$ cat src/rtl/css_pkg.sv
package css_pkg;

  typedef enum logic [2:0] {
    CK_FETCH,
    CK_EXEC,
    CK_DMA_IN,
    CK_DMA_OUT,
    CK_INTR
  } cyc_kind_e;

  localparam logic [1:0] SC_FETCH = 2'b00;
  localparam logic [1:0] SC_EXEC  = 2'b01;
  localparam logic [1:0] SC_DMA   = 2'b10;
  localparam logic [1:0] SC_INTR  = 2'b11;

  function automatic logic [1:0] sc_code(cyc_kind_e k);
    case (k)
      CK_FETCH:   return SC_FETCH;
      CK_EXEC:    return SC_EXEC;
      CK_DMA_IN,
      CK_DMA_OUT: return SC_DMA;
      default:    return SC_INTR;
    endcase
  endfunction

  function automatic logic is_dma(cyc_kind_e k);
    return (k == CK_DMA_IN) || (k == CK_DMA_OUT);
  endfunction

endpackage

$ cat src/rtl/css_phase_ctr.sv
module css_phase_ctr #(
  parameter int CYC_LEN = 8,
  parameter int PHW     = 3
) (
  input  logic           clk_i,
  input  logic           rst_ni,
  input  logic           clr_i,
  input  logic           inc_i,
  output logic [PHW-1:0] phase_o,
  output logic           last_o
);
  localparam logic [PHW-1:0] PH_LAST = PHW'(CYC_LEN - 1);

  always_ff @(posedge clk_i or negedge rst_ni) begin
    if (!rst_ni)    phase_o <= '0;
    else if (clr_i) phase_o <= '0;
    else if (inc_i) phase_o <= phase_o + 1'b1;
  end

  assign last_o = (phase_o == PH_LAST);
endmodule

$ cat src/rtl/css_next_pick.sv
module css_next_pick
  import css_pkg::*;
(
  input  logic      act_i,
  input  cyc_kind_e kind_i,
  input  logic      load_md_i,
  input  logic      dma_in_i,
  input  logic      dma_out_i,
  input  logic      irq_i,
  output logic      nxt_vld_o,
  output cyc_kind_e nxt_kind_o
);
  always_comb begin
    nxt_vld_o  = 1'b1;
    nxt_kind_o = CK_FETCH;
    if (load_md_i) begin
      nxt_vld_o  = dma_in_i;
      nxt_kind_o = CK_DMA_IN;
    end else if (act_i) begin
      case (kind_i)
        CK_FETCH: nxt_kind_o = CK_EXEC;
        CK_INTR:  nxt_kind_o = CK_FETCH;
        default: begin
          if (dma_in_i)       nxt_kind_o = CK_DMA_IN;
          else if (dma_out_i) nxt_kind_o = CK_DMA_OUT;
          else if (irq_i)     nxt_kind_o = CK_INTR;
          else                nxt_kind_o = CK_FETCH;
        end
      endcase
    end
  end
endmodule

$ cat src/rtl/css_bus_drv.sv
module css_bus_drv
  import css_pkg::*;
#(
  parameter int BW     = 8,
  parameter int PHW    = 3,
  parameter int TPA_PH = 1,
  parameter int TPB_PH = 7,
  parameter int RD_ST  = 2,
  parameter int WR_ST  = 5
) (
  input  logic            act_i,
  input  cyc_kind_e       kind_i,
  input  logic [PHW-1:0]  phase_i,
  input  logic [2*BW-1:0] addr_i,
  input  logic            rd_i,
  input  logic            wr_i,
  input  logic            step_i,
  output logic [BW-1:0]   abus_o,
  output logic            tpa_o,
  output logic            tpb_o,
  output logic            mrd_o,
  output logic            mwr_o,
  output logic [1:0]      sc_o,
  output logic            r0_inc_o
);
  localparam logic [PHW-1:0] PH_A = PHW'(TPA_PH);
  localparam logic [PHW-1:0] PH_B = PHW'(TPB_PH);
  localparam logic [PHW-1:0] PH_R = PHW'(RD_ST);
  localparam logic [PHW-1:0] PH_W = PHW'(WR_ST);

  logic upper_half;
  assign upper_half = (phase_i <= PH_A);

  always_comb begin
    abus_o = '0;
    if (act_i) abus_o = upper_half ? addr_i[2*BW-1:BW] : addr_i[BW-1:0];
  end

  assign tpa_o    = act_i && (phase_i == PH_A);
  assign tpb_o    = act_i && (phase_i == PH_B);
  assign mrd_o    = act_i && rd_i && (phase_i >= PH_R);
  assign mwr_o    = act_i && wr_i && (phase_i >= PH_W);
  assign sc_o     = act_i ? sc_code(kind_i) : 2'b00;
  assign r0_inc_o = tpb_o && is_dma(kind_i) && step_i;
endmodule

$ cat src/rtl/cyc_steal_seq.sv
module cyc_steal_seq
  import css_pkg::*;
#(
  parameter int BW      = 8,
  parameter int CYC_LEN = 8,
  parameter int TPA_PH  = 1,
  parameter int TPB_PH  = 7,
  parameter int RD_ST   = 2,
  parameter int WR_ST   = 5
) (
  input  logic            clk_i,
  input  logic            rst_ni,
  input  logic            hold_i,
  input  logic            clear_i,
  input  logic [2*BW-1:0] pc_i,
  input  logic [2*BW-1:0] ea_i,
  input  logic            ex_rd_i,
  input  logic            ex_wr_i,
  input  logic [2*BW-1:0] r0_i,
  input  logic            dma_in_i,
  input  logic            dma_out_i,
  input  logic            irq_i,
  output logic [BW-1:0]   abus_o,
  output logic            tpa_o,
  output logic            tpb_o,
  output logic            mrd_o,
  output logic            mwr_o,
  output logic [1:0]      sc_o,
  output logic            act_o,
  output logic            r0_inc_o
);
  localparam int AW  = 2 * BW;
  localparam int PHW = $clog2(CYC_LEN);

  // mode decode
  logic md_pause, md_reset, md_load, step;
  assign md_pause = hold_i && !clear_i;
  assign md_reset = clear_i && !hold_i;
  assign md_load  = hold_i && clear_i;
  assign step     = !md_pause && !md_reset;

  // cycle context
  logic            act_q, rd_q, wr_q;
  cyc_kind_e       kind_q;
  logic [AW-1:0]   addr_q;
  logic [PHW-1:0]  phase;
  logic            last, boundary;
  logic            nxt_vld, nxt_rd, nxt_wr;
  cyc_kind_e       nxt_kind;
  logic [AW-1:0]   nxt_addr;

  assign boundary = !act_q || last;

  css_phase_ctr #(.CYC_LEN(CYC_LEN), .PHW(PHW)) u_ctr (
    .clk_i   (clk_i),
    .rst_ni  (rst_ni),
    .clr_i   (md_reset || (step && boundary)),
    .inc_i   (step && act_q && !last),
    .phase_o (phase),
    .last_o  (last)
  );

  css_next_pick u_pick (
    .act_i      (act_q),
    .kind_i     (kind_q),
    .load_md_i  (md_load),
    .dma_in_i   (dma_in_i),
    .dma_out_i  (dma_out_i),
    .irq_i      (irq_i),
    .nxt_vld_o  (nxt_vld),
    .nxt_kind_o (nxt_kind)
  );

  always_comb begin
    nxt_addr = pc_i;
    nxt_rd   = 1'b0;
    nxt_wr   = 1'b0;
    case (nxt_kind)
      CK_FETCH: nxt_rd = 1'b1;
      CK_EXEC: begin
        nxt_addr = ea_i;
        nxt_rd   = ex_rd_i;
        nxt_wr   = ex_wr_i && !ex_rd_i;
      end
      CK_DMA_IN: begin
        nxt_addr = r0_i;
        nxt_wr   = 1'b1;
      end
      CK_DMA_OUT: begin
        nxt_addr = r0_i;
        nxt_rd   = 1'b1;
      end
      default: ;
    endcase
  end

  always_ff @(posedge clk_i or negedge rst_ni) begin
    if (!rst_ni) begin
      act_q  <= 1'b0;
      kind_q <= CK_FETCH;
      addr_q <= '0;
      rd_q   <= 1'b0;
      wr_q   <= 1'b0;
    end else if (md_reset) begin
      act_q <= 1'b0;
    end else if (step && boundary) begin
      act_q <= nxt_vld;
      if (nxt_vld) begin
        kind_q <= nxt_kind;
        addr_q <= nxt_addr;
        rd_q   <= nxt_rd;
        wr_q   <= nxt_wr;
      end
    end
  end

  css_bus_drv #(
    .BW(BW), .PHW(PHW), .TPA_PH(TPA_PH), .TPB_PH(TPB_PH),
    .RD_ST(RD_ST), .WR_ST(WR_ST)
  ) u_drv (
    .act_i    (act_q),
    .kind_i   (kind_q),
    .phase_i  (phase),
    .addr_i   (addr_q),
    .rd_i     (rd_q),
    .wr_i     (wr_q),
    .step_i   (step),
    .abus_o   (abus_o),
    .tpa_o    (tpa_o),
    .tpb_o    (tpb_o),
    .mrd_o    (mrd_o),
    .mwr_o    (mwr_o),
    .sc_o     (sc_o),
    .r0_inc_o (r0_inc_o)
  );

  assign act_o = act_q;
endmodule

$ cat config.mk
export PLATFORM = sky130hd
export DESIGN_NAME = cyc_steal_seq
export DESIGN_NICKNAME = d
export VERILOG_FILES = /design/src/rtl/css_pkg.sv /design/src/rtl/css_phase_ctr.sv /design/src/rtl/css_next_pick.sv /design/src/rtl/css_bus_drv.sv /design/src/rtl/cyc_steal_seq.sv
export SDC_FILE = /design/constraint.sdc
export NUM_CORES = 1
export LEC_CHECK = 0
export BUFFER_PORTS_ARGS = -buffer_cell sky130_fd_sc_hd__buf_4
export CORE_ASPECT_RATIO = 1.4
export CORE_MARGIN = 3
export CORE_UTILIZATION = 43
export CTS_CLUSTER_SIZE = 30
export DETAILED_ROUTE_END_ITERATION = 12
export HOLD_SLACK_MARGIN = 0.05
export MAX_ROUTING_LAYER = met4
export PLACE_DENSITY = 0.72
export SYNTH_ARGS = -nofsm -noshare
export SYNTH_HDL_FRONTEND = slang
export SYNTH_SLANG_ARGS = --single-unit
$ cat constraint.sdc
create_clock -name clk_i -period 1.85 [get_ports clk_i]
set_input_delay 0.185 -clock clk_i [delete_from_list [all_inputs] [get_ports clk_i]]
set_output_delay 0.185 -clock clk_i [all_outputs]
set_load 0.01 [all_outputs]
==> impl_metrics.env <==
export IMPL_status="finished with violations"
export IMPL_violations="setup timing"
export IMPL_synthToLayoutAreaGrowth_pct=54.07
export IMPL_netlist_instances=183
export IMPL_slew_violations=0
export IMPL_dpl_cell_count=300
export IMPL_synth_area_top_cells="dfrtp_1 36%, a221oi_2 8.6%, nor2_1 6.6%"
export IMPL_setup_violations=11
export IMPL_drtIter0Drc=55
export IMPL_slowest_stage="dfrtp_1"
export IMPL_syn_area_um2=1752
export IMPL_grt_ovfl_total=0
export IMPL_combPwrFrac_pct=59.3
export IMPL_htreeDepth=1
export IMPL_yosysSeqAreaShare_pct=35.71
export IMPL_gp_congestion=0.9134
export IMPL_slew_headroom_pct=64.74
export IMPL_ant_nets=0
export IMPL_die_area_um2=4886
export IMPL_tns_ns=-0.1583
export IMPL_critPathCaptureType="primary output"
export IMPL_drive_above_1_share_pct=51.10
export IMPL_yosys_area_top_type="dfrtp_1"
export IMPL_clk_pin_slew_ns=0.09
export IMPL_nets=336
export IMPL_max_cap_violations=0
export IMPL_grtUsageTotal_pct=20.77
export IMPL_dr_pass1_iters=4
export IMPL_die_width_um=59.94
export IMPL_max_stage_delay_ns=0.44
export IMPL_power_density_nw_per_um2=1199
export IMPL_drc=0
export IMPL_final_cells=314
export IMPL_rsz0062_at_grt="yes"
export IMPL_grt_max_degree=26
export IMPL_cp_start_kind="register"
export IMPL_ys_types=39
export IMPL_irDropWorstVdd_uv=854.9
export IMPL_synth_top_area_share_pct=35.71
export IMPL_critPathRequiredTime_ns=1.66
export IMPL_swShare_pct=42.25
export IMPL_power_mw=3.237
export IMPL_die_h_um=81.52
export IMPL_nFillCells=303
export IMPL_fin_util_pct=71.52
export IMPL_hold_viol=0
export IMPL_cts_root_buf="clkbuf_8"
export IMPL_syn_num_nets=246
export IMPL_ys_warn_count=0
export IMPL_cp_top_family="buffers and inverters"
export IMPL_fmax_mhz=530.2
export IMPL_antenna_cells=0
export IMPL_grt_antenna_before_repair=0
export IMPL_io_buffers=72
export IMPL_clk_latency_ns=0.27
export IMPL_crit_arrival_ns=1.70
export IMPL_start_util_pct=46.42
export IMPL_synth_avg_cell_area_um2=9.572
export IMPL_core_area_um2=3774
export IMPL_cp_max_fo=8
export IMPL_rows=26
export IMPL_worst_clock_skew_ns=0.004729
export IMPL_cts_tree="yes"
export IMPL_setup_slack_ns=-0.03594
export IMPL_critical_path_class="register to primary output"
export IMPL_period_share_pct=101.9
export IMPL_p_leak_nw=1.288
export IMPL_finalCriticalPeriod_ns=1.886
export IMPL_wl_per_cell_um=16.60
export IMPL_p_int_mw=1.869
export IMPL_seqPwrFrac_pct=30.3
export IMPL_grt_first_pass_wirelength_mm=7.576
export IMPL_numCtsBuffers=3
export IMPL_critical_path_buf_inv_count=3
export IMPL_netSwitchingPower_mw=1.368
export IMPL_yosys_register_bits=25
export IMPL_hpwl_mm=3.726
export IMPL_grt_pass1_vias=1689
export IMPL_cts_max_path_buffers=2
export IMPL_dp_worst_setup_slack_ns=0.08923
export IMPL_vias=1677
export IMPL_ios=73
export IMPL_min_path_type="primary input to register"
export IMPL_pwr_share_clk_pct=10.5
export IMPL_totalWireLength_mm=5.211
export IMPL_routed_via_density=5.341
export IMPL_tightest_slew_ns=0.5288
export IMPL_cts_num_sinks=25
export IMPL_cp_cell_sequence="buf_6 -> o21ba_4 -> nor2_4 -> buf_12 -> mux2i_1 -> nor2_1 -> buf_4"
synth_stat cells:
library cell / number
o311a_1: 1
nand4b_1: 1
nor3b_1: 2
and4b_1: 1
o21ba_2: 1
buf_12: 1
nor2_2: 1
clkbuf_4: 1
or4b_4: 1
dfrtp_1: 25
clkbuf_1: 2
o221a_4: 1
o21ai_0: 2
a311oi_4: 1
buf_4: 2
nand3_1: 3
a21boi_1: 1
buf_6: 2
and2_1: 2
nor2_8: 1
a21oi_1: 10
nor2_1: 31
nor3_1: 3
o21a_1: 1
nand2b_1: 5
ha_1: 6
buf_8: 1
and4_1: 1
a21oi_2: 10
o31ai_1: 3
inv_1: 5
a221oi_2: 10
nor4b_1: 1
a221oi_1: 6
buf_2: 3
a21o_1: 1
or2_1: 1
nand2_1: 24
mux2i_1: 9
cells in the final DEF (no fill, tap or decap), drive strengths merged, types with 2 or more instances in the layout:
master | Yosys | final
nand2b | 5 | 5
o31ai | 3 | 3
and2 | 2 | 2
inv | 5 | 5
clkbuf | 3 | 4
mux2i | 9 | 9
nor3b | 2 | 2
ha | 6 | 6
nand2 | 24 | 24
nand3 | 3 | 3
a221oi | 16 | 16
buf | 9 | 96
nor3 | 3 | 3
o21ai | 2 | 2
nor2 | 33 | 33
dfrtp | 25 | 25
a21oi | 20 | 20
worst register-to-register path: cells and delay by family, from the launching register on:
| kind | cells | cell delay, ns |
|---|---|---|
| simple gates | 2 | 0.35 |
| buf+inv | 2 | 0.36 |
| fa+ha+maj | 2 | 0.36 |
| flops | 1 | 0.40 |
| compound gates | 2 | 0.29 |
kinds of logic after synthesis:
group / share of synthesized area, %
AOI/OAI and AO/OA: 26.36
adders and majority gates: 4.286
buffers and inverters: 6.928
DFF: 35.71
muxes: 5.143
and+or+nand+nor: 21.57
registers in the layout (all words and copies together), names as in the netlist:
name / count
act_o: 1
addr_q: 16
kind_q: 3
rd_q: 1
u_ctr.phase_o: 3
wr_q: 1
power groups by stage:
stage	combinational [mW]	sequential, mW	clock [mW]
2_1_floorplan	1.17	0.925	0
3_3_place_gp	1.64	0.979	0
3_5_place_dp	1.66	0.989	0
4_1_cts	1.72	0.970	0.341
5_1_grt	2.09	1.01	0.370
6_report	1.92	0.980	0.338
layer usage:
layer,routed length (um),part of all wire [%],global-route usage [%],vias up
li1,-,-,-,834
met1,2167,42,25.44,784
met2,2734,52,35.50,51
met3,223,4.3,2.358,8
met4,85,1.6,5.987,0
met5,0,0,-,-
what timing repair did:
action,4_1_cts,5_1_grt
pin swaps,1,12
setup endpoints to repair,8,27
hold buffers,1,0
gates resized for setup,5,29
gates cloned,0,1
setup buffers,4,4
hold endpoints to repair,25,0
area by class of cell:
class | count | area (um2) | area share (%)
clock buffers | 4 | 45.04 | 1.669
inverters | 5 | 18.77 | 0.6954
multi-input cells | 141 | 1192 | 44.18
flip-flops and latches | 25 | 628.1 | 23.27
well taps | 42 | 52.55 | 1.947
repair buffers | 97 | 762.0 | 28.23
through the flow:
stage | hold WS (ns) | area (um2)
2_1_floorplan | -0.1106 | 1752
3_3_place_gp | 0.1124 | 2367
3_5_place_dp | 0.1155 | 2367
4_1_cts | 0.1486 | 2471
5_1_grt | 0.1525 | 2699
6_report | 0.1512 | 2699
path summary, 6_finish.rpt:
check,from,slack (ns),depth (start not counted),end
hold reg to reg,rd_q$_DFFE_PN0P_,0.50,2,rd_q$_DFFE_PN0P_
min in group asynchronous,rst_ni,0.36,2,u_ctr.phase_o[0]$_DFFE_PN0P_
max in group asynchronous,rst_ni,1.23,2,kind_q[1]$_DFFE_PN0P_
setup / recovery,u_ctr.phase_o[0]$_DFFE_PN0P_,-0.04,7,abus_o[5]
hold / removal,pc_i[4],0.15,3,addr_q[4]$_DFFE_PN0P_
setup reg to reg,u_ctr.phase_o[1]$_DFFE_PN0P_,-0.02,8,addr_q[5]$_DFFE_PN0P_
Note: power is estimated with default switching activity, not from simulation.
